<file path="src/rtl/mbx_pkg.sv">
// Package: shared types and the host address decode for the mailbox.
// Assumes the host map is laid out as: commands, replies, control, status.
package mbx_pkg;

    typedef enum logic [2:0] {
        RGN_CMD,
        RGN_REP,
        RGN_CTRL,
        RGN_STAT,
        RGN_NONE
    } host_region_e;

    // Classify a host address for a mailbox with nch channels.
    function automatic host_region_e host_region(input int unsigned addr,
                                                 input int unsigned nch);
        if (addr < nch)             return RGN_CMD;
        else if (addr < 2 * nch)    return RGN_REP;
        else if (addr == 2 * nch)   return RGN_CTRL;
        else if (addr == 2 * nch + 1) return RGN_STAT;
        else                        return RGN_NONE;
    endfunction

endpackage

</file>
<file path="src/rtl/mbx_cmd_slot.sv">
// Module: one command channel (host to DSP).
// Holds the command word and its active-low "consumed" flag.
// Assumes: when the host writes and the DSP reads in the same cycle,
// the host write wins and the flag stays 1.
module mbx_cmd_slot #(
    parameter int unsigned DATA_W = 16
) (
    input  logic              clk,
    input  logic              rst_n,
    input  logic              host_wr,
    input  logic [DATA_W-1:0] host_wdata,
    input  logic              dsp_rd,
    output logic [DATA_W-1:0] data,
    output logic              rd_n
);

    // Store command data and track whether the DSP has consumed it.
    always_ff @(posedge clk) begin
        if (!rst_n) begin
            data <= '0;
            rd_n <= 1'b1;
        end else if (host_wr) begin
            data <= host_wdata;
            rd_n <= 1'b1;
        end else if (dsp_rd) begin
            rd_n <= 1'b0;
        end
    end

    // a DSP read with no host write clears the flag
    a_r3_dsp_read_clears: assert property (@(posedge clk) disable iff (!rst_n)
        (dsp_rd && !host_wr) |=> !rd_n);

    // a host write stores the data and re-arms the flag
    a_r4_host_write_rearms: assert property (@(posedge clk) disable iff (!rst_n)
        host_wr |=> (rd_n && data == $past(host_wdata)));

    // data does not move without a host write
    a_r3_data_hold: assert property (@(posedge clk) disable iff (!rst_n)
        !host_wr |=> $stable(data));

endmodule

</file>
<file path="src/rtl/mbx_reply_slot.sv">
// Module: one reply channel (DSP to host).
// Holds the reply word and its active-low "updated" flag.
// Assumes: when the DSP writes and the host reads in the same cycle,
// the DSP write wins, so the new data is kept and the flag is 0.
module mbx_reply_slot #(
    parameter int unsigned DATA_W = 16
) (
    input  logic              clk,
    input  logic              rst_n,
    input  logic              dsp_wr,
    input  logic [DATA_W-1:0] dsp_wdata,
    input  logic              host_rd,
    output logic [DATA_W-1:0] data,
    output logic              upd_n
);

    // Store reply data and track whether the host has collected it.
    always_ff @(posedge clk) begin
        if (!rst_n) begin
            data  <= '0;
            upd_n <= 1'b1;
        end else if (dsp_wr) begin
            data  <= dsp_wdata;
            upd_n <= 1'b0;
        end else if (host_rd) begin
            upd_n <= 1'b1;
        end
    end

    // a DSP write stores the data and drops the flag
    a_r5_dsp_write_posts: assert property (@(posedge clk) disable iff (!rst_n)
        dsp_wr |=> (!upd_n && data == $past(dsp_wdata)));

    // a host read alone re-arms the flag and keeps the data
    a_r6_host_read_rearms: assert property (@(posedge clk) disable iff (!rst_n)
        (host_rd && !dsp_wr) |=> (upd_n && $stable(data)));

    // a collision leaves the flag low
    a_r7_collision_keeps: assert property (@(posedge clk) disable iff (!rst_n)
        (host_rd && dsp_wr) |=> !upd_n);

endmodule

</file>
<file path="src/rtl/mbx_irq_ctrl.sv">
// Module: reply interrupt enables and the host interrupt output.
// Assumes the reply flags are active-low. The interrupt is a plain OR
// over the enabled pending replies, with no added register stage.
module mbx_irq_ctrl #(
    parameter int unsigned NUM_CH = 3
) (
    input  logic              clk,
    input  logic              rst_n,
    input  logic              en_wr,
    input  logic [NUM_CH-1:0] en_wdata,
    input  logic [NUM_CH-1:0] rep_upd_n,
    output logic [NUM_CH-1:0] en,
    output logic              irq
);

    // Hold the per-reply interrupt enables.
    always_ff @(posedge clk) begin
        if (!rst_n) begin
            en <= '0;
        end else if (en_wr) begin
            en <= en_wdata;
        end
    end

    // Raise the interrupt for any enabled reply still pending.
    always_comb begin
        irq = |(~rep_upd_n & en);
    end

    // the enable register follows a control write
    a_r2_enable_write: assert property (@(posedge clk) disable iff (!rst_n)
        en_wr |=> en == $past(en_wdata));

    // with no enables set, the interrupt stays low
    a_r8_no_enable_quiet: assert property (@(posedge clk) disable iff (!rst_n)
        (en == '0) |-> !irq);

endmodule

</file>
<file path="src/rtl/dsp_mailbox.sv">
// Module: top of the host/DSP command and reply mailbox.
// Decodes the host map (commands, replies, control, status), selects a
// DSP channel by index and instantiates one command slot and one reply
// slot per channel. Read data on both ports is combinational.
// Assumes single-cycle strobes and a single clock for both sides.
module dsp_mailbox #(
    parameter int unsigned NUM_CH = 3,
    parameter int unsigned DATA_W = 16,
    localparam int unsigned HOST_AW = $clog2(2 * NUM_CH + 2),
    localparam int unsigned DSP_AW  = (NUM_CH > 1) ? $clog2(NUM_CH) : 1
) (
    input  logic               clk,
    input  logic               rst_n,
    input  logic               host_wr_en,
    input  logic               host_rd_en,
    input  logic [HOST_AW-1:0] host_addr,
    input  logic [DATA_W-1:0]  host_wdata,
    output logic [DATA_W-1:0]  host_rdata,
    output logic               host_irq,
    input  logic               dsp_wr_en,
    input  logic               dsp_rd_en,
    input  logic [DSP_AW-1:0]  dsp_addr,
    input  logic [DATA_W-1:0]  dsp_wdata,
    output logic [DATA_W-1:0]  dsp_rdata
);
    import mbx_pkg::*;

    localparam int unsigned REP_BASE = NUM_CH;

    host_region_e      rgn;
    logic              dsp_ok;
    logic [DATA_W-1:0] cmd_data [NUM_CH];
    logic [DATA_W-1:0] rep_data [NUM_CH];
    logic [NUM_CH-1:0] cmd_rd_n;
    logic [NUM_CH-1:0] rep_upd_n;
    logic [NUM_CH-1:0] irq_en;
    logic [DATA_W-1:0] stat_word;
    logic [DATA_W-1:0] ctrl_word;

    // Classify the host address and check the DSP channel index.
    always_comb begin
        rgn    = host_region(int'(host_addr), NUM_CH);
        dsp_ok = (int'(dsp_addr) < NUM_CH);
    end

    // One command slot and one reply slot for each channel.
    for (genvar k = 0; k < NUM_CH; k++) begin : g_ch
        logic cmd_wr_k, dsp_rd_k, dsp_wr_k, rep_rd_k;

        // Per-channel strobes from the two decoders.
        always_comb begin
            cmd_wr_k = host_wr_en && (host_addr == HOST_AW'(k));
            rep_rd_k = host_rd_en && (host_addr == HOST_AW'(REP_BASE + k));
            dsp_rd_k = dsp_rd_en  && (dsp_addr == DSP_AW'(k));
            dsp_wr_k = dsp_wr_en  && (dsp_addr == DSP_AW'(k));
        end

        mbx_cmd_slot #(.DATA_W(DATA_W)) u_cmd (
            .clk        (clk),
            .rst_n      (rst_n),
            .host_wr    (cmd_wr_k),
            .host_wdata (host_wdata),
            .dsp_rd     (dsp_rd_k),
            .data       (cmd_data[k]),
            .rd_n       (cmd_rd_n[k])
        );

        mbx_reply_slot #(.DATA_W(DATA_W)) u_rep (
            .clk       (clk),
            .rst_n     (rst_n),
            .dsp_wr    (dsp_wr_k),
            .dsp_wdata (dsp_wdata),
            .host_rd   (rep_rd_k),
            .data      (rep_data[k]),
            .upd_n     (rep_upd_n[k])
        );
    end

    mbx_irq_ctrl #(.NUM_CH(NUM_CH)) u_irq (
        .clk       (clk),
        .rst_n     (rst_n),
        .en_wr     (host_wr_en && rgn == RGN_CTRL),
        .en_wdata  (host_wdata[NUM_CH-1:0]),
        .rep_upd_n (rep_upd_n),
        .en        (irq_en),
        .irq       (host_irq)
    );

    // Pack the status and control words, with unused bits at 0.
    always_comb begin
        stat_word = '0;
        stat_word[NUM_CH-1:0]        = rep_upd_n;
        stat_word[2*NUM_CH-1:NUM_CH] = cmd_rd_n;
        ctrl_word = '0;
        ctrl_word[NUM_CH-1:0] = irq_en;
    end

    // Host read data multiplexer.
    always_comb begin
        host_rdata = '0;
        for (int k = 0; k < NUM_CH; k++) begin
            if (rgn == RGN_CMD && host_addr == HOST_AW'(k))
                host_rdata = cmd_data[k];
            if (rgn == RGN_REP && host_addr == HOST_AW'(REP_BASE + k))
                host_rdata = rep_data[k];
        end
        if (rgn == RGN_CTRL) host_rdata = ctrl_word;
        if (rgn == RGN_STAT) host_rdata = stat_word;
    end

    // DSP read data multiplexer.
    always_comb begin
        dsp_rdata = '0;
        for (int k = 0; k < NUM_CH; k++) begin
            if (dsp_ok && dsp_addr == DSP_AW'(k)) dsp_rdata = cmd_data[k];
        end
    end

    // an out-of-range DSP index reads 0
    a_r9_dsp_oob_zero: assert property (@(posedge clk) disable iff (!rst_n)
        !dsp_ok |-> dsp_rdata == '0);

    // DSP strobes with an out-of-range index leave every flag alone
    a_r9_dsp_oob_silent: assert property (@(posedge clk) disable iff (!rst_n)
        (!dsp_ok && !host_wr_en && !host_rd_en) |=>
            ($stable(rep_upd_n) && $stable(cmd_rd_n)));

    // with every reply collected, no interrupt
    a_r8_irq_idle: assert property (@(posedge clk) disable iff (!rst_n)
        (&rep_upd_n) |-> !host_irq);

    // status bits above the flags stay 0
    a_r2_status_pad: assert property (@(posedge clk) disable iff (!rst_n)
        (rgn == RGN_STAT) |-> (host_rdata >> (2 * NUM_CH)) == '0);

endmodule

</file>
<file path="config.mk">
export PLATFORM = sky130hd
export DESIGN_NAME = dsp_mailbox
export DESIGN_NICKNAME = d
export VERILOG_FILES = /design/src/rtl/mbx_pkg.sv /design/src/rtl/mbx_cmd_slot.sv /design/src/rtl/mbx_reply_slot.sv /design/src/rtl/mbx_irq_ctrl.sv /design/src/rtl/dsp_mailbox.sv
export SDC_FILE = /design/constraint.sdc
export NUM_CORES = 1
export LEC_CHECK = 0
export BUFFER_PORTS_ARGS = -buffer_cell sky130_fd_sc_hd__buf_4
export CAP_MARGIN = 20
export CORE_MARGIN = 2
export CORE_UTILIZATION = 50
export DETAILED_ROUTE_END_ITERATION = 10
export MAX_ROUTING_LAYER = met4
export PLACE_DENSITY_LB_ADDON = 0.15
export REMOVE_ABC_BUFFERS = 1
export SLEW_MARGIN = 20
export SYNTH_ARGS = -nofsm -noshare
export SYNTH_HDL_FRONTEND = slang
export SYNTH_SLANG_ARGS = --single-unit
export TNS_END_PERCENT = 50
</file>
<file path="constraint.sdc">
create_clock -name clk -period 1.8 [get_ports clk]
set_clock_uncertainty 0.1 [all_clocks]
set_input_delay 0.36 -clock clk [delete_from_list [all_inputs] [get_ports clk]]
set_output_delay 0.36 -clock clk [all_outputs]
set_load 0.02 [all_outputs]
</file>
==> flow_metrics.env, run 1 <==
export IMPL_tritoncts="done"
export IMPL_period_needed_ps=2020
export IMPL_core_area_sq_um=10300
export IMPL_flop_and_latch_count_out_of_synthesis=105
export IMPL_power_density_cell_area_nw_per_um2=673
export IMPL_placementRows=37
export IMPL_max_slew_margin_rel_pct=74.6
export IMPL_cts_buffers=9
export IMPL_synthArstFlopShare_pct=0
export IMPL_detailed_place_area_sq_um=6300
export IMPL_pin_count=76
export IMPL_crit_path_start_kind="flop"
export IMPL_synth_area_sq_um=5290
export IMPL_required_ps=1340
export IMPL_nets=831
export IMPL_setup_viol=16
export IMPL_cts_htree_levels=3
export IMPL_top_cells_by_area_synth="dfxtp_1 (40%), nand2_1 (15%), a21boi_1 (7.4%), mux2i_1 (6.4%), a21boi_0 (6.2%)"
export IMPL_synthesis_instances=673
export IMPL_tns_ps=-1990
export IMPL_syn_to_final_growth_pct=28.9
export IMPL_place_congestion=0.912
export IMPL_floorplan_die_area_sq_um=11400
export IMPL_hold_path_class="primary input to flop"
export IMPL_worst_r2r_startpoint="g_ch[1].u_cmd.data[2]"
export IMPL_drt_pass1_iterations=5
export IMPL_leakage_power_nw=2.73
export IMPL_crit_fanout=3
export IMPL_grt_antenna_before_repair=0
export IMPL_synth_avg_cell_area_sq_um=7.86
export IMPL_synth_cell_types=39
export IMPL_routed_wirelength_mm=16.1
export IMPL_timing_reg2reg_worst_path_depth=3
export IMPL_drive_gt1_share_pct=27.4
export IMPL_kind_of_end_point_of_the_critical_path="output pin"
export IMPL_yosysTopAreaCell="dfxtp_1"
export IMPL_yosysSeqAreaShare_pct=39.7
export IMPL_detail_route_vias_per_cell=5.59
export IMPL_io_buffers=75
export IMPL_worst_endpoint_arrival_ps=1560
export IMPL_outcome="complete, but fails checks"
export IMPL_violations="negative setup slack"
export IMPL_postRouteAntennaNets=0
export IMPL_synth_ff_type="dfxtp_1"
export IMPL_critPathKind="flop to output pin"
export IMPL_floorplan_initialDensity_pct=51.5
export IMPL_clk_pin_slew_ps=100
export IMPL_synth_yosys_warnings=0
export IMPL_synth_edff_count=0
export IMPL_cts_hold_repair_buffers=0
export IMPL_drt_wirelength_per_cell_microns=17.4
export IMPL_max_freq_mhz=495
export IMPL_min_from="dsp_wdata[7]"
export IMPL_fin_crit_sh_pct=112
export IMPL_first_global_vias=4961
export IMPL_max_cap_violations=0
export IMPL_grt_pass1_wl_mm=24.9
export IMPL_cts_buffer_depth=2
export IMPL_yosys_area_top_type_share_pct=39.7
export IMPL_hold_path_cells=3
export IMPL_worst_skew_pair_late_latency_ps=360
export IMPL_count_of_antenna_diodes_in_the_layout=0
export IMPL_die_span_x_microns=107
export IMPL_post_dp_hpwl_mm=10.9
export IMPL_hold_violations=0
export IMPL_max_slew_worst_pin_slew_ps=381
export IMPL_drc=0
export IMPL_final_critical_path_setup_slack_ps=-220
export IMPL_synth_top_cells_by_count="nand2_1 (216), dfxtp_1 (105), a21boi_1 (52)"
export IMPL_rsz0062_at_grt="yes"
export IMPL_number_of_clock_sinks=105
export IMPL_grt_max_degree=106
export IMPL_reg2reg_to="g_ch[1].u_cmd.data[2]"
export IMPL_detail_route_iter0_violations=270
export IMPL_clock_root_buffer="clkbuf_8"
export IMPL_vias=5194
export IMPL_placed_cells=900
export IMPL_reg2reg_setup_slack_ps=960
export IMPL_final_instance_count_excl_fill=929
export IMPL_hold_path_endpoint="g_ch[1].u_rep.data[7]"
export IMPL_final_area_sq_um=6820
export IMPL_die_height_microns=107
export IMPL_grt_remaining_overflow=0
export IMPL_drv_slew=0
export IMPL_vdd_drop_max_v=0.000402
export IMPL_grt_use_total_pct=28.7
export IMPL_synth_most_common_cell="nand2_1"
==> worst max-delay path, cell delays in order (launching register included) <==
cell      delay (ps)
dfxtp_2          350
and3_1           170
a31oi_2           50
a222oi_1         330
or2_1            180
buf_6            120
==> placed cells by master (no fill, tap or decap), drive strengths merged <==
cell        n
nand2     218
buf       154
dfxtp     105
a21boi     96
o21ai      50
mux2i      34
nor2       25
a21oi      25
clkbuf     13
o22a       10
nor2b      10
inv         4
a22oi       4
nand3       4
nand2b      4
mux2        4
or2         4
a31oi       4
and3        3
and2b       3
and2        3
o22ai       2
a32o        2
a222oi      2
clkinv      2
mux4        1
a221oi      1
o221ai      1
nor3b       1
nand3b      1
nor3        1
a41oi       1
clkinvlp    1
==> where the power goes <==
group          switching, mW  internal, mW
Sequential            0.0450          2.39
Clock                  0.796         0.503
Combinational          0.445         0.414
==> logic make-up after synthesis <==
logic type | Yosys count | share of synthesized area [%]
flip-flops | 105 | 39.7
multiplexers | 39 | 7.71
buffers and inverters | 54 | 5.56
AO/OA/AOI/OAI | 198 | 24.9
AND/OR/NAND/NOR | 277 | 22.1
==> per-layer routing <==
metal	track usage [%]	part of all wire [%]	routed length, microns	up-vias
met5	-	0	0	-
met4	9.28	2.2	363	0
met3	3.95	7.1	1150	26
met1	37.6	44	7050	2479
li1	-	-	-	2505
met2	46.3	47	7570	184
==> worst max path at each step <==
stage,start,cells after the start,to
after floorplan,dsp_addr[1],4,g_ch[2].u_rep.data[0]
after global placement,host_addr[1],7,host_rdata[15]
after detailed placement,host_addr[1],7,host_rdata[12]
after CTS,g_ch[1].u_cmd.data[1],5,host_rdata[1]
after global routing,u_irq.en[1],5,host_rdata[1]
final,u_irq.en[1],5,host_rdata[1]
==> registers in the layout (all words and copies together) (netlist names) <==
signal            flops
g_ch.u_cmd.rd_n       3
g_ch.u_cmd.data      48
u_irq.en              3
g_ch.u_rep.upd_n      3
g_ch.u_rep.data      48
==> stage by stage <==
stage	hold slack (ps)	utilization [%]	setup WS (ps)	total power [mW]
floorplan	332	-	-44.8	2.79
detailed placement	348	61.3	-238	3.24
finish	141	66.4	-220	4.59
CTS	137	64.9	-232	4.55
global placement	341	61.3	-215	3.23
global route	134	66.4	-264	4.76
==> cell type report <==
class | instances | area (sq um)
clock buffer | 13 | 139
tap | 136 | 170
sequential | 105 | 2120
inverter | 4 | 15.0
clock inverter | 3 | 17.5
timing repair buffer | 154 | 1350
fill | 906 | 3460
multi-input combinational | 514 | 3010
==> what timing repair did <==
item / CTS / global route
pin swaps: 16 / 18
buffers inserted: 8 / 4
gates resized for setup: 46 / 40
setup endpoints to repair: 16 / 16
cloned: 1 / 0
Power figures use the tool's default switching activity.
==> inputs of run 2 (changes only) <==
- SETUP_SLACK_MARGIN: default -> 0.05
==> flow_metrics.env, run 2 (synthesis results as in run 1) <==
export IMPL_nets=831
export IMPL_layout_commonest_cell="nand2_1"
export IMPL_final_area_sq_um=6830
export IMPL_die_height_microns=107
export IMPL_drive_gt1_share_pct=27.6
export IMPL_cpPeakStageDelay_ps=350
export IMPL_grt_pass1_wl_mm=24.9
export IMPL_vias=5207
export IMPL_tns_ps=-1960
export IMPL_max_freq_mhz=496
export IMPL_crit_path_start_kind="flop"
export IMPL_io_buffers=75
export IMPL_hold_violations=0
export IMPL_die_span_x_microns=107
export IMPL_detail_route_vias_per_cell=5.60
export IMPL_floorplan_die_area_sq_um=11400
export IMPL_layout_common_cells="nand2_1 (216), buf_4 (131), dfxtp_1 (89), a21boi_1 (52), a21boi_0 (44)"
export IMPL_max_slew_worst_pin_slew_ps=377
export IMPL_drc=0
export IMPL_fin_crit_sh_pct=112
export IMPL_crit_fanout=3
export IMPL_power_density_cell_area_nw_per_um2=672
export IMPL_power_report_internal_total_mw=3.31
export IMPL_dpl_worst_slack_ps=-238
export IMPL_clock_root_buffer="clkbuf_8"
export IMPL_placed_cells=900
export IMPL_total_power_mw=4.59
export IMPL_pin_count=76
export IMPL_worst_endpoint_arrival_ps=1560
export IMPL_cts_htree_levels=3
export IMPL_max_slew_margin_rel_pct=74.9
export IMPL_kind_of_end_point_of_the_critical_path="output pin"
export IMPL_syn_to_final_growth_pct=29.0
export IMPL_outcome="complete, but fails checks"
export IMPL_crit_slowest_cell="dfxtp_2"
export IMPL_drt_wirelength_per_cell_microns=17.2
export IMPL_floorplan_initialDensity_pct=51.5
export IMPL_final_instance_count_excl_fill=929
export IMPL_grt_max_degree=106
export IMPL_post_dp_hpwl_mm=10.9
export IMPL_tritoncts="done"
export IMPL_cts_buffer_depth=2
export IMPL_detail_route_iter0_violations=245
export IMPL_worst_skew_pair_late_latency_ps=350
export IMPL_critPathKind="flop to output pin"
export IMPL_switchingPower_mw=1.28
export IMPL_postRouteAntennaNets=0
export IMPL_grt_use_total_pct=28.7
export IMPL_regArea_sq_um=2120
export IMPL_largest_registers="g_ch.u_cmd.data x48, g_ch.u_rep.data x48"
export IMPL_routed_wirelength_mm=16.0
export IMPL_drv_slew=0
export IMPL_hold_path_class="primary input to flop"
export IMPL_comb_power_share_pct=18.7
export IMPL_place_congestion=0.912
export IMPL_final_hold_worst_slack_ps=144
export IMPL_final_critical_path_setup_slack_ps=-217
export IMPL_period_needed_ps=2020
export IMPL_violations="negative setup slack"
export IMPL_placementRows=37
export IMPL_number_of_clock_sinks=105
export IMPL_share_seq_of_total_power_pct=53.1
export IMPL_required_ps=1340
export IMPL_clock_power_share_pct=28.2
export IMPL_crit_chain="and3_1 > a31oi_2 > a222oi_1 > or2_1 > buf_6"
export IMPL_power_share_switching_pct=27.9
export IMPL_n_fill_cell=904
export IMPL_rsz0062_at_grt="yes"
export IMPL_clk_pin_slew_ps=100
export IMPL_multi_input_area_sq_um=3010
export IMPL_detailed_place_area_sq_um=6300
export IMPL_setup_viol=16
export IMPL_leakage_power_nw=2.73
export IMPL_max_cap_violations=0
export IMPL_count_of_antenna_diodes_in_the_layout=0
export IMPL_vdd_drop_max_v=0.000402
export IMPL_grt_remaining_overflow=0
export IMPL_grt_antenna_before_repair=0
export IMPL_drt_pass1_iterations=5
export IMPL_cts_buffers=9
export IMPL_fin_util_pct=66.4
export IMPL_core_area_sq_um=10300
export IMPL_first_global_vias=4961
run 2: power groups by stage:
stage | clock network (mW) | logic, mW | registers [mW]
final | 1.29 | 0.858 | 2.43
after detailed placement | 0 | 0.757 | 2.48
after global routing | 1.40 | 0.917 | 2.44
after CTS | 1.30 | 0.814 | 2.43
after global placement | 0 | 0.746 | 2.48
after floorplan | 0 | 0.317 | 2.47
run 2: worst max-delay path: cells and delay by family (launching register included):
kind / cells / cell delay (ps)
AO/OA/AOI/OAI: 2 / 380
AND/OR/NAND/NOR: 2 / 350
buffers and inverters: 1 / 120
flip-flops: 1 / 350
run 2: cell type report:
| type | instances | area share (%) |
|---|---|---|
| clock buffers | 13 | 2.03 |
| clock inverters | 3 | 0.257 |
| inverters | 4 | 0.220 |
| multi-input cells | 514 | 44.1 |
| flip-flops and latches | 105 | 31.1 |
| well taps | 136 | 2.49 |
| repair buffers | 154 | 19.8 |
run 2: final timing paths:
kind                         startpoint               endpoint  slack (ps)  cells after the start
setup / recovery            u_irq.en[1]          host_rdata[1]        -220                      5
hold / removal             dsp_wdata[7]  g_ch[1].u_rep.data[7]         140                      3
setup reg to reg  g_ch[1].u_cmd.data[1]  g_ch[1].u_cmd.data[1]         970                      3
hold reg to reg   g_ch[2].u_rep.data[8]  g_ch[2].u_rep.data[8]         360                      2
run 2: routing by layer:
metal	up-vias	wire [microns]	track usage, %
met5	-	0	-
met4	0	340	9.28
met3	25	1160	3.95
met2	199	7530	46.3
met1	2475	6930	37.6
li1	2508	-	-
run 2: timing repair:
item | CTS | global route
pin swaps | 16 | 20
hold endpoints to repair | 0 | 0
endpoints found under the setup margin | 16 | 19
setup buffers | 8 | 4
resized for setup | 46 | 44
gates cloned | 1 | 0
hold buffers | 0 | 0
